--- src/rtl/opnd_shifter_pkg.sv ---
package opnd_shifter_pkg;
    parameter int unsigned OPND_W = 32;
    parameter int unsigned IMM_W  = 8;
    parameter int unsigned ROT_W  = 4;
    parameter int unsigned AMT_W  = 8;
    parameter int unsigned CST_W  = $clog2(OPND_W);

    typedef enum logic [1:0] {
        SH_LSL = 2'd0,
        SH_LSR = 2'd1,
        SH_ASR = 2'd2,
        SH_ROR = 2'd3
    } sh_kind_e;

    typedef struct packed {
        logic [OPND_W-1:0] operand;
        logic              carry;
        logic              extra;
    } opnd_out_s;
endpackage

--- src/rtl/opnd_amt_decode.sv ---
module opnd_amt_decode
    import opnd_shifter_pkg::*;
(
    input  logic             by_reg,
    input  sh_kind_e         kind,
    input  logic [CST_W-1:0] const_amt,
    input  logic [AMT_W-1:0] reg_amt,
    output logic [AMT_W-1:0] amt,
    output logic             rrx
);
    localparam logic [AMT_W-1:0] FULL_AMT = AMT_W'(OPND_W);

    always_comb begin
        amt = AMT_W'(const_amt);
        rrx = 1'b0;
        if (by_reg) begin
            amt = reg_amt;
        end else if (const_amt == '0) begin
            case (kind)
                SH_LSR, SH_ASR: amt = FULL_AMT;
                SH_ROR: begin
                    amt = '0;
                    rrx = 1'b1;
                end
                default: amt = '0;
            endcase
        end
    end
endmodule

--- src/rtl/opnd_imm_rotator.sv ---
module opnd_imm_rotator
    import opnd_shifter_pkg::*;
(
    input  logic [IMM_W-1:0]  imm,
    input  logic [ROT_W-1:0]  rot,
    input  logic              cin,
    output logic [OPND_W-1:0] res,
    output logic              cout
);
    localparam int unsigned DBL_W = 2 * OPND_W;

    logic [OPND_W-1:0] wide;
    logic [DBL_W-1:0]  dbl;

    always_comb begin
        wide = OPND_W'(imm);
        dbl  = {wide, wide} >> {rot, 1'b0};
        res  = dbl[OPND_W-1:0];
        cout = (rot != '0) ? res[OPND_W-1] : cin;
    end
endmodule

--- src/rtl/opnd_shift_core.sv ---
module opnd_shift_core
    import opnd_shifter_pkg::*;
(
    input  logic [OPND_W-1:0] val,
    input  logic [AMT_W-1:0]  amt,
    input  sh_kind_e          kind,
    input  logic              rrx,
    input  logic              cin,
    output logic [OPND_W-1:0] res,
    output logic              cout
);
    localparam int unsigned DBL_W = 2 * OPND_W;

    logic [OPND_W:0]        lsl_t;
    logic [OPND_W:0]        lsr_t;
    logic signed [OPND_W:0] asr_t;
    logic [DBL_W-1:0]       ror_t;
    logic [CST_W-1:0]       ror_n;

    always_comb begin
        lsl_t = {1'b0, val} << amt;
        lsr_t = {val, 1'b0} >> amt;
        asr_t = $signed({val, 1'b0}) >>> amt;
        ror_n = amt[CST_W-1:0];
        ror_t = {val, val} >> ror_n;
        res   = val;
        cout  = cin;
        if (rrx) begin
            res  = {cin, val[OPND_W-1:1]};
            cout = val[0];
        end else if (amt != '0) begin
            case (kind)
                SH_LSL: begin
                    res  = lsl_t[OPND_W-1:0];
                    cout = lsl_t[OPND_W];
                end
                SH_LSR: begin
                    res  = lsr_t[OPND_W:1];
                    cout = lsr_t[0];
                end
                SH_ASR: begin
                    res  = asr_t[OPND_W:1];
                    cout = asr_t[0];
                end
                default: begin
                    res  = ror_t[OPND_W-1:0];
                    cout = res[OPND_W-1];
                end
            endcase
        end
    end
endmodule

--- src/rtl/opnd_shifter.sv ---
module opnd_shifter
    import opnd_shifter_pkg::*;
(
    input  logic              clk,
    input  logic              rst_n,
    input  logic              use_imm,
    input  logic [IMM_W-1:0]  imm_byte,
    input  logic [ROT_W-1:0]  imm_rot,
    input  logic [OPND_W-1:0] rm_val,
    input  logic [1:0]        sh_type,
    input  logic              sh_by_reg,
    input  logic [CST_W-1:0]  sh_const,
    input  logic [OPND_W-1:0] rs_val,
    input  logic              carry_in,
    output logic [OPND_W-1:0] operand,
    output logic              carry_out,
    output logic              extra_cycle
);
    sh_kind_e          kind;
    logic [AMT_W-1:0]  amt;
    logic              rrx;
    logic [OPND_W-1:0] imm_res;
    logic              imm_c;
    logic [OPND_W-1:0] sh_res;
    logic              sh_c;
    opnd_out_s         out_d;
    opnd_out_s         out_q;

    assign kind = sh_kind_e'(sh_type);

    opnd_amt_decode u_dec (
        .by_reg    (sh_by_reg),
        .kind      (kind),
        .const_amt (sh_const),
        .reg_amt   (rs_val[AMT_W-1:0]),
        .amt       (amt),
        .rrx       (rrx)
    );

    opnd_imm_rotator u_imm (
        .imm  (imm_byte),
        .rot  (imm_rot),
        .cin  (carry_in),
        .res  (imm_res),
        .cout (imm_c)
    );

    opnd_shift_core u_core (
        .val  (rm_val),
        .amt  (amt),
        .kind (kind),
        .rrx  (rrx),
        .cin  (carry_in),
        .res  (sh_res),
        .cout (sh_c)
    );

    always_comb begin
        out_d.operand = use_imm ? imm_res : sh_res;
        out_d.carry   = use_imm ? imm_c : sh_c;
        out_d.extra   = sh_by_reg & ~use_imm;
    end

    always_ff @(posedge clk or negedge rst_n) begin
        if (!rst_n) out_q <= '0;
        else        out_q <= out_d;
    end

    assign operand     = out_q.operand;
    assign carry_out   = out_q.carry;
    assign extra_cycle = out_q.extra;

    // extra cycle flag follows a register amount one edge later
    p_extra_cycle_r9: assert property (@(posedge clk) disable iff (!rst_n)
        (sh_by_reg && !use_imm) |=> extra_cycle);
    p_no_extra_imm_r9: assert property (@(posedge clk) disable iff (!rst_n)
        use_imm |=> !extra_cycle);

    // immediate carry
    p_imm_carry_msb_r2: assert property (@(posedge clk) disable iff (!rst_n)
        (use_imm && imm_rot != '0) |=> (carry_out == operand[OPND_W-1]));
    p_imm_carry_keep_r2: assert property (@(posedge clk) disable iff (!rst_n)
        (use_imm && imm_rot == '0) |=> (carry_out == $past(carry_in)
                                        && operand == OPND_W'($past(imm_byte))));

    // zero register amount passes through
    p_zero_reg_amt_r6: assert property (@(posedge clk) disable iff (!rst_n)
        (!use_imm && sh_by_reg && rs_val[AMT_W-1:0] == '0)
        |=> (operand == $past(rm_val) && carry_out == $past(carry_in)));

    // one-bit rotate through carry
    p_rrx_r5: assert property (@(posedge clk) disable iff (!rst_n)
        (!use_imm && !sh_by_reg && sh_type == 2'd3 && sh_const == '0)
        |=> (operand == {$past(carry_in), $past(rm_val[OPND_W-1:1])}
             && carry_out == $past(rm_val[0])));

    // logical right by 32 via constant code 0
    p_lsr32_r4: assert property (@(posedge clk) disable iff (!rst_n)
        (!use_imm && !sh_by_reg && sh_type == 2'd1 && sh_const == '0)
        |=> (operand == '0 && carry_out == $past(rm_val[OPND_W-1])));
endmodule

--- config.mk ---
export PLATFORM = sky130hd
export DESIGN_NAME = opnd_shifter
export DESIGN_NICKNAME = d
export VERILOG_FILES = /design/src/rtl/opnd_shifter_pkg.sv /design/src/rtl/opnd_amt_decode.sv /design/src/rtl/opnd_imm_rotator.sv /design/src/rtl/opnd_shift_core.sv /design/src/rtl/opnd_shifter.sv
export SDC_FILE = /design/constraint.sdc
export NUM_CORES = 1
export LEC_CHECK = 0
export BUFFER_PORTS_ARGS = -buffer_cell sky130_fd_sc_hd__buf_2
export CAP_MARGIN = 0
export CORE_MARGIN = 8
export CORE_UTILIZATION = 23
export CTS_CLUSTER_SIZE = 8
export DETAILED_ROUTE_END_ITERATION = 8
export SYNTH_ARGS = -nofsm -noshare
export SYNTH_HDL_FRONTEND = slang
export SYNTH_SLANG_ARGS = --single-unit
--- constraint.sdc ---
create_clock -name clk -period 0.8 [get_ports clk]
set_input_delay 0.04 -clock clk [delete_from_list [all_inputs] [get_ports clk]]
set_output_delay 0.04 -clock clk [all_outputs]
set_load 0.01 [all_outputs]
==> results.ini, run 1 <==
[run_status]
outcome=finished with violations
violations=setup timing

[synth]
syn-instance-count=1326
synth_top_family_by_area=compound AO/OA/AOI/OAI gates
netlist_area_mm2=0.00924
synth_xor_area_share_pct=0
synth_mux_area_share_pct=23.8
synth_compound_area_share_pct=37.0
synth_seq_area_share_pct=9.21
yosys_warnings=0
synthArstFlopShare_pct=100
synthFlopType=dfrtp_1
avgSynthCellArea_um2=6.97
synth_edf_count=0
ys_seq_elements=34
synth_fa_ha_area_share_pct=0.677
synth.distinct_cells=83
synth_fp_nets=1419
synth-simple-area-share_pct=21.0

[place]
io_buffers=97
place_area_mm2=0.0151
hpwl_mm=60.7
gp_congestion=1.15

[power_and_ir_drop]
switching_share_pct=46.8
p_sw_mw=9.13
p_int_mw=10.4
clkPwrFrac_pct=10.4
seq_power_share_pct=10.3
ir_drop_uv=794
combPwrFrac_pct=79.3
p_leak_nw=7.84
power_density_mw_per_mm2=1090

[die]
ios=122
rows=73
die_h_um=216
fp.dieW_um=216
die-area_mm2=0.0468
core_mm2=0.0397
start_util_pct=23.2

[timing]
tns_ns=-54.09
finalHoldViolations=0
slew_viol_final=0
finalCritPeriodShare_pct=320
hold_ws_ns=0.130
setup_viol=67
fmaxAchievable_ghz=0.390
finalCriticalPeriod_ns=2.56
relSlewSlack_pct=60.9
rsz0062_at_grt=true
worstMarginPinSlew_ns=0.584
worst_slack_ns=-1.76

[route]
ant_nets=0
initialDrtViolationCount=2017
vias_per_cell=6.08
drc=0
wire_per_inst_um=29.7
num_vias=15400
wirelength_mm=75.0
drt-pass1-iter-count=6

[final_layout]
nets=2096
postLayoutCoreUtil_pct=44.8
drive_above_1_share_pct=56.5
diodes=0
final_area_mm2=0.0178
regArea_um2=851
syn2layout_area_growth_pct=92.8
multi_input_comb_area_mm2=0.00934
nFillCells=3971

[cts]
clk_path_buf_depth=2
clock_sinks=34
cts_max_level=2
root_buffer=clkbuf_16
cts_made_buffers=5
clk_pin_slew_ns=0.06
cts_tree=done

[worst_hold_path]
hold_path_class=input port to async pin

[setup_path]
crit_required_ns=0.97
startpoint=sh_by_reg
arrival_ns=2.73
start_kind=input port
crit_type=input port to flop
crit_fanout=6
end_kind=flop

[global_routing]
grt_max_degree=37
grt.total_usage_pct=30.2
grt_overflow=0
antenna_found_initial=0
grt_pass1_wl_mm=106
grt_pass1_vias=15000

[run]
cap_viol_max_count=0

==> final timing paths <==
kind / to / slack, ns / cells after the start
worst max-delay path: operand[23] / -1.76 / 17
worst min-delay path: operand[18] / 0.13 / 2
max in group asynchronous: operand[17] / 0.23 / 3
min in group clk: operand[31] / 0.20 / 4
==> state kept, by name (all words and copies together) (netlist names) <==
signal / cells
carry_out: 1
extra_cycle: 1
operand: 32
==> cells in the mapped netlist, drive strengths merged (15+ instances only) <==
library cell | n | share of area (%)
o21ai | 89 | 4.8
dfrtp | 34 | 9.2
inv | 30 | 1.2
mux2i | 129 | 14
o22ai | 59 | 4.0
nor3 | 33 | 1.8
nor2 | 125 | 5.1
a31oi | 19 | 1.3
buf | 57 | 3.3
a22oi | 30 | 2.4
o221ai | 20 | 1.9
nand2 | 153 | 6.2
a211oi | 15 | 1.2
mux2 | 28 | 3.5
mux4 | 25 | 6.1
clkbuf | 92 | 3.8
nand3 | 36 | 2.0
a21oi | 99 | 5.4
==> area by class of cell <==
type | count | area share [%]
clock buffer | 7 | 0.801
clock inverter | 1 | 0.0281
inverter | 30 | 0.752
multi-input combinational | 1114 | 52.4
sequential | 34 | 4.78
tap | 525 | 3.69
timing repair buffer | 818 | 37.5
==> timing repair <==
item / in CTS / in global routing
gates cloned: 4 / 0
endpoints found under the hold margin: 34 / 0
hold buffers: 1 / 0
resized for setup: 281 / 120
pin swaps: 83 / 61
setup endpoints to repair: 68 / 67
buffers inserted: 59 / 28
==> worst max-delay path, cell delays in order <==
cell and delay, ns:
buf_12 0.11, buf_6 0.10, mux2i_4 0.23, buf_4 0.14
buf_6 0.11, buf_12 0.12, buf_4 0.12, mux2i_4 0.25
buf_6 0.15, a22oi_2 0.08, nand2_2 0.16, buf_12 0.13
a31oi_2 0.11, a311oi_2 0.36, buf_4 0.19, o21ai_2 0.08
o221a_2 0.24
==> through the flow <==
stage	power [mW]	instances	setup WS (ns)
floorplan	7.17	1326	-1.53
global placement	14.3	2440	-2.51
detailed placement	14.3	2440	-2.53
CTS	18.2	2507	-1.71
global route	20.0	2529	-1.79
finish	19.5	2529	-1.76
==> power by group through the flow <==
stage               logic (mW)  registers [mW]  clock network (mW)
floorplan                 5.06            2.11                   0
global placement          12.3            2.03                   0
detailed placement        12.3            2.03                   0
CTS                       14.1            2.01                2.04
global route              15.8            2.03                2.12
finish                    15.4            2.02                2.03
==> layout by cell type, fill, tap and decap left out, types with 24 or more instances in the layout <==
cell,instances
nor3_1,24
mux2i_4,24
buf_4,635
o22ai_1,47
nand3_1,29
nand2_1,133
a21oi_1,78
buf_12,33
dfrtp_1,34
mux4_2,25
buf_6,63
mux2i_1,90
buf_2,78
inv_1,26
o21ai_0,62
nor2_1,108
==> per-layer routing <==
metal / track usage [%] / share of wire (%) / up-vias
met2: 46.8 / 43 / 1122
met4: 18.8 / 8.0 / 0
met5: 0 / 0 / -
met3: 6.39 / 10 / 304
met1: 37.9 / 39 / 7443
li1: - / - / 6498
==> logic make-up (layout without fill, tap and decap cells) <==
group	Yosys count	in the layout
AOI/OAI and AO/OA	499	499
adders and majority gates	5	5
buffers and inverters	179	856
DFF	34	34
muxes	182	183
and+or+nand+nor	427	427
Note: power is estimated with default switching activity, not from simulation.
==> run 2, diff against run 1 <==
BUFFER_PORTS_ARGS = -buffer_cell sky130_fd_sc_hd__buf_4   (was -buffer_cell sky130_fd_sc_hd__buf_2)
CORE_MARGIN = default   (was 8)
==> run 2 against run 1 <==
Against the previous run:
- the run still ends with setup timing left
- sequential power hardly changed
- critical path depth is 6 lower
- sequential share of layout area is 0.067 points lower
- cell count is 0.43% lower
- clock-buffer cell count stayed put
- first-iteration DRC count is 23% lower
- setup slack better by 0.069 ns
- power is 2.1% higher
- hold slack better by 0.029 ns
- die area is 13% lower
- global-route usage is 5.9 points higher
- critical path type unchanged
- largest cell class unchanged
- largest power group unchanged
- highest routed layer unchanged
==> results.ini, run 2 (synthesis results as in run 1) <==
[final_layout]
final_cell_mix=buf_4, nand2_1, nor2_1  ; unchanged
multi_input_comb_area_mm2=0.00935  ; was 0.00934 mm^2
largest_reg_flops=32  ; unchanged
nets=2083  ; was 2096
postLayoutCoreUtil_pct=45.6  ; was 44.8%
final_common_cell=buf_4  ; unchanged
syn2layout_area_growth_pct=95.5  ; was 92.8%
nFillCells=4068  ; was 3971
drive_above_1_share_pct=55.8  ; was 56.5%
regArea_um2=851  ; unchanged
final_area_mm2=0.0181  ; was 0.0178 mm^2

[worst_hold_path]
hold_path_class=input port to async pin  ; unchanged

[power_and_ir_drop]
p_leak_nw=7.88  ; was 7.84 nW
seq_power_share_pct=10.2  ; was 10.3%
total_power_mw=19.9  ; was 19.5 mW
ir_drop_uv=614  ; was 794 uV
switching_share_pct=46.7  ; was 46.8%
power_density_mw_per_mm2=1100  ; was 1090 mW/mm^2
p_int_mw=10.6  ; was 10.4 mW
p_sw_mw=9.28  ; was 9.13 mW
combPwrFrac_pct=79.7  ; was 79.3%
clkPwrFrac_pct=10.1  ; was 10.4%

[global_routing]
antenna_found_initial=2  ; was 0
grt_pass1_vias=14600  ; was 15000
grt_max_degree=24  ; was 37
grt_overflow=0  ; unchanged
grt_pass1_wl_mm=107  ; was 106 mm
grt.total_usage_pct=36.1  ; was 30.2%

[timing]
fmaxAchievable_ghz=0.401  ; was 0.390 GHz
worst_slack_ns=-1.69  ; was -1.76 ns
finalCritPeriodShare_pct=312  ; was 320%
worstMarginPinSlew_ns=0.639  ; was 0.584 ns
setup_viol=67  ; unchanged
rsz0062_at_grt=true  ; unchanged
slew_viol_final=0  ; unchanged
relSlewSlack_pct=56.7  ; was 60.9%
finalHoldViolations=0  ; unchanged
finalCriticalPeriod_ns=2.49  ; was 2.56 ns

[die]
core_mm2=0.0396  ; was 0.0397 mm^2
start_util_pct=23.3  ; was 23.2%
fp.dieW_um=202  ; was 216 um
rows=73  ; unchanged
die-area_mm2=0.0410  ; was 0.0468 mm^2
die_h_um=202  ; was 216 um
ios=122  ; unchanged

[route]
initialDrtViolationCount=1551  ; was 2017
drc=0  ; unchanged
wire_per_inst_um=30.1  ; was 29.7 um
ant_nets=0  ; unchanged
wirelength_mm=75.8  ; was 75.0 mm
num_vias=14900  ; was 15400
drt-pass1-iter-count=7  ; was 6
vias_per_cell=5.92  ; was 6.08

[setup_path]
crit_type=input port to flop  ; unchanged
crit_required_ns=1.01  ; was 0.97 ns
end_kind=flop  ; unchanged
start_kind=input port  ; unchanged
arrival_ns=2.71  ; was 2.73 ns
crit_fanout=8  ; was 6

[place]
gp_congestion=1.04  ; was 1.15
place_area_mm2=0.0154  ; was 0.0151 mm^2
io_buffers=97  ; unchanged
hpwl_mm=62.6  ; was 60.7 mm

[run_status]
violations=setup timing  ; unchanged
outcome=finished with violations  ; unchanged

[cts]
cts_max_level=2  ; unchanged
clk_path_buf_depth=2  ; unchanged
cts_made_buffers=5  ; unchanged
clk_pin_slew_ns=0.06  ; about the same
clock_sinks=34  ; unchanged
cts_tree=done  ; unchanged
root_buffer=clkbuf_16  ; unchanged

[run]
cap_viol_max_count=0  ; unchanged

run 2: changes by cell type in the layout (fill, tap and decap cells not counted), moves of 4 or more:
cell     delta
o21ai_1     -4
a21oi_1     -6
a21oi_4     +4
a22oi_2     +7
buf_6      +26
o22ai_2     -6
buf_2      -78
o22ai_1     +6
nand2_1     +9
nand3_1     -4
nand2_2     -6
buf_4      +37
a22oi_1     -7
run 2: path summary, 6_finish.rpt:
check,start,end,slack [ns],cells after the start
min in group clk,carry_in,operand[31],0.16,4
worst min-delay path,rst_n,operand[18],0.16,2
worst max-delay path,sh_by_reg,operand[30],-1.69,11
max in group asynchronous,rst_n,operand[31],0.25,3
run 2: metal layers:
| metal | GRT usage (%) | wire length, um |
|---|---|---|
| met5 | 0 | 0 |
| met4 | 19.7 | 5160 |
| met3 | 5.29 | 6010 |
| met2 | 57.9 | 33700 |
| met1 | 46.5 | 30900 |
run 2: repair_timing:
action,4_1_cts,5_1_grt
pin swaps,98,44
resized for setup,326,84
cloned,4,0
endpoints found under the hold margin,34,0
hold buffers,1,0
setup endpoints to repair,67,67
setup buffers,50,20
run 2: metrics by stage:
stage,TNS [ns],setup WS [ns],instances,hold slack [ns]
global placement,-71.58,-2.77,2448,-0.0855
detailed placement,-72.52,-2.80,2448,-0.0827
finish,-52.02,-1.69,2518,0.159
global route,-53.72,-1.72,2516,0.176
CTS,-50.68,-1.64,2502,0.160
floorplan,-44.57,-1.53,1326,-0.256
run 2: layout make-up:
cell class,instances,area share (%)
sequential,34,4.71
clock inverter,1,0.0277
multi-input combinational,1114,51.8
inverter,30,0.720
antenna,2,0.0277
tap,525,3.64
timing repair buffer,805,38.3
clock buffer,7,0.790
run 2: power by group through the flow:
stage / Sequential [mW] / Combinational (mW) / Clock, mW
finish: 2.03 / 15.9 / 2.01
global route: 2.05 / 16.3 / 2.07
CTS: 2.03 / 14.8 / 2.02
detailed placement: 2.02 / 12.7 / 0
global placement: 2.02 / 12.8 / 0
floorplan: 2.11 / 5.06 / 0
run 2: worst max-delay path, stage by stage:
cell and delay, ns:
buf_12 0.10, mux2i_4 0.30, buf_12 0.18, buf_16 0.14
mux4_2 0.56, a222oi_1 0.25, buf_4 0.19, a21oi_2 0.10
a21o_1 0.23, a2111oi_4 0.41, a21o_1 0.18
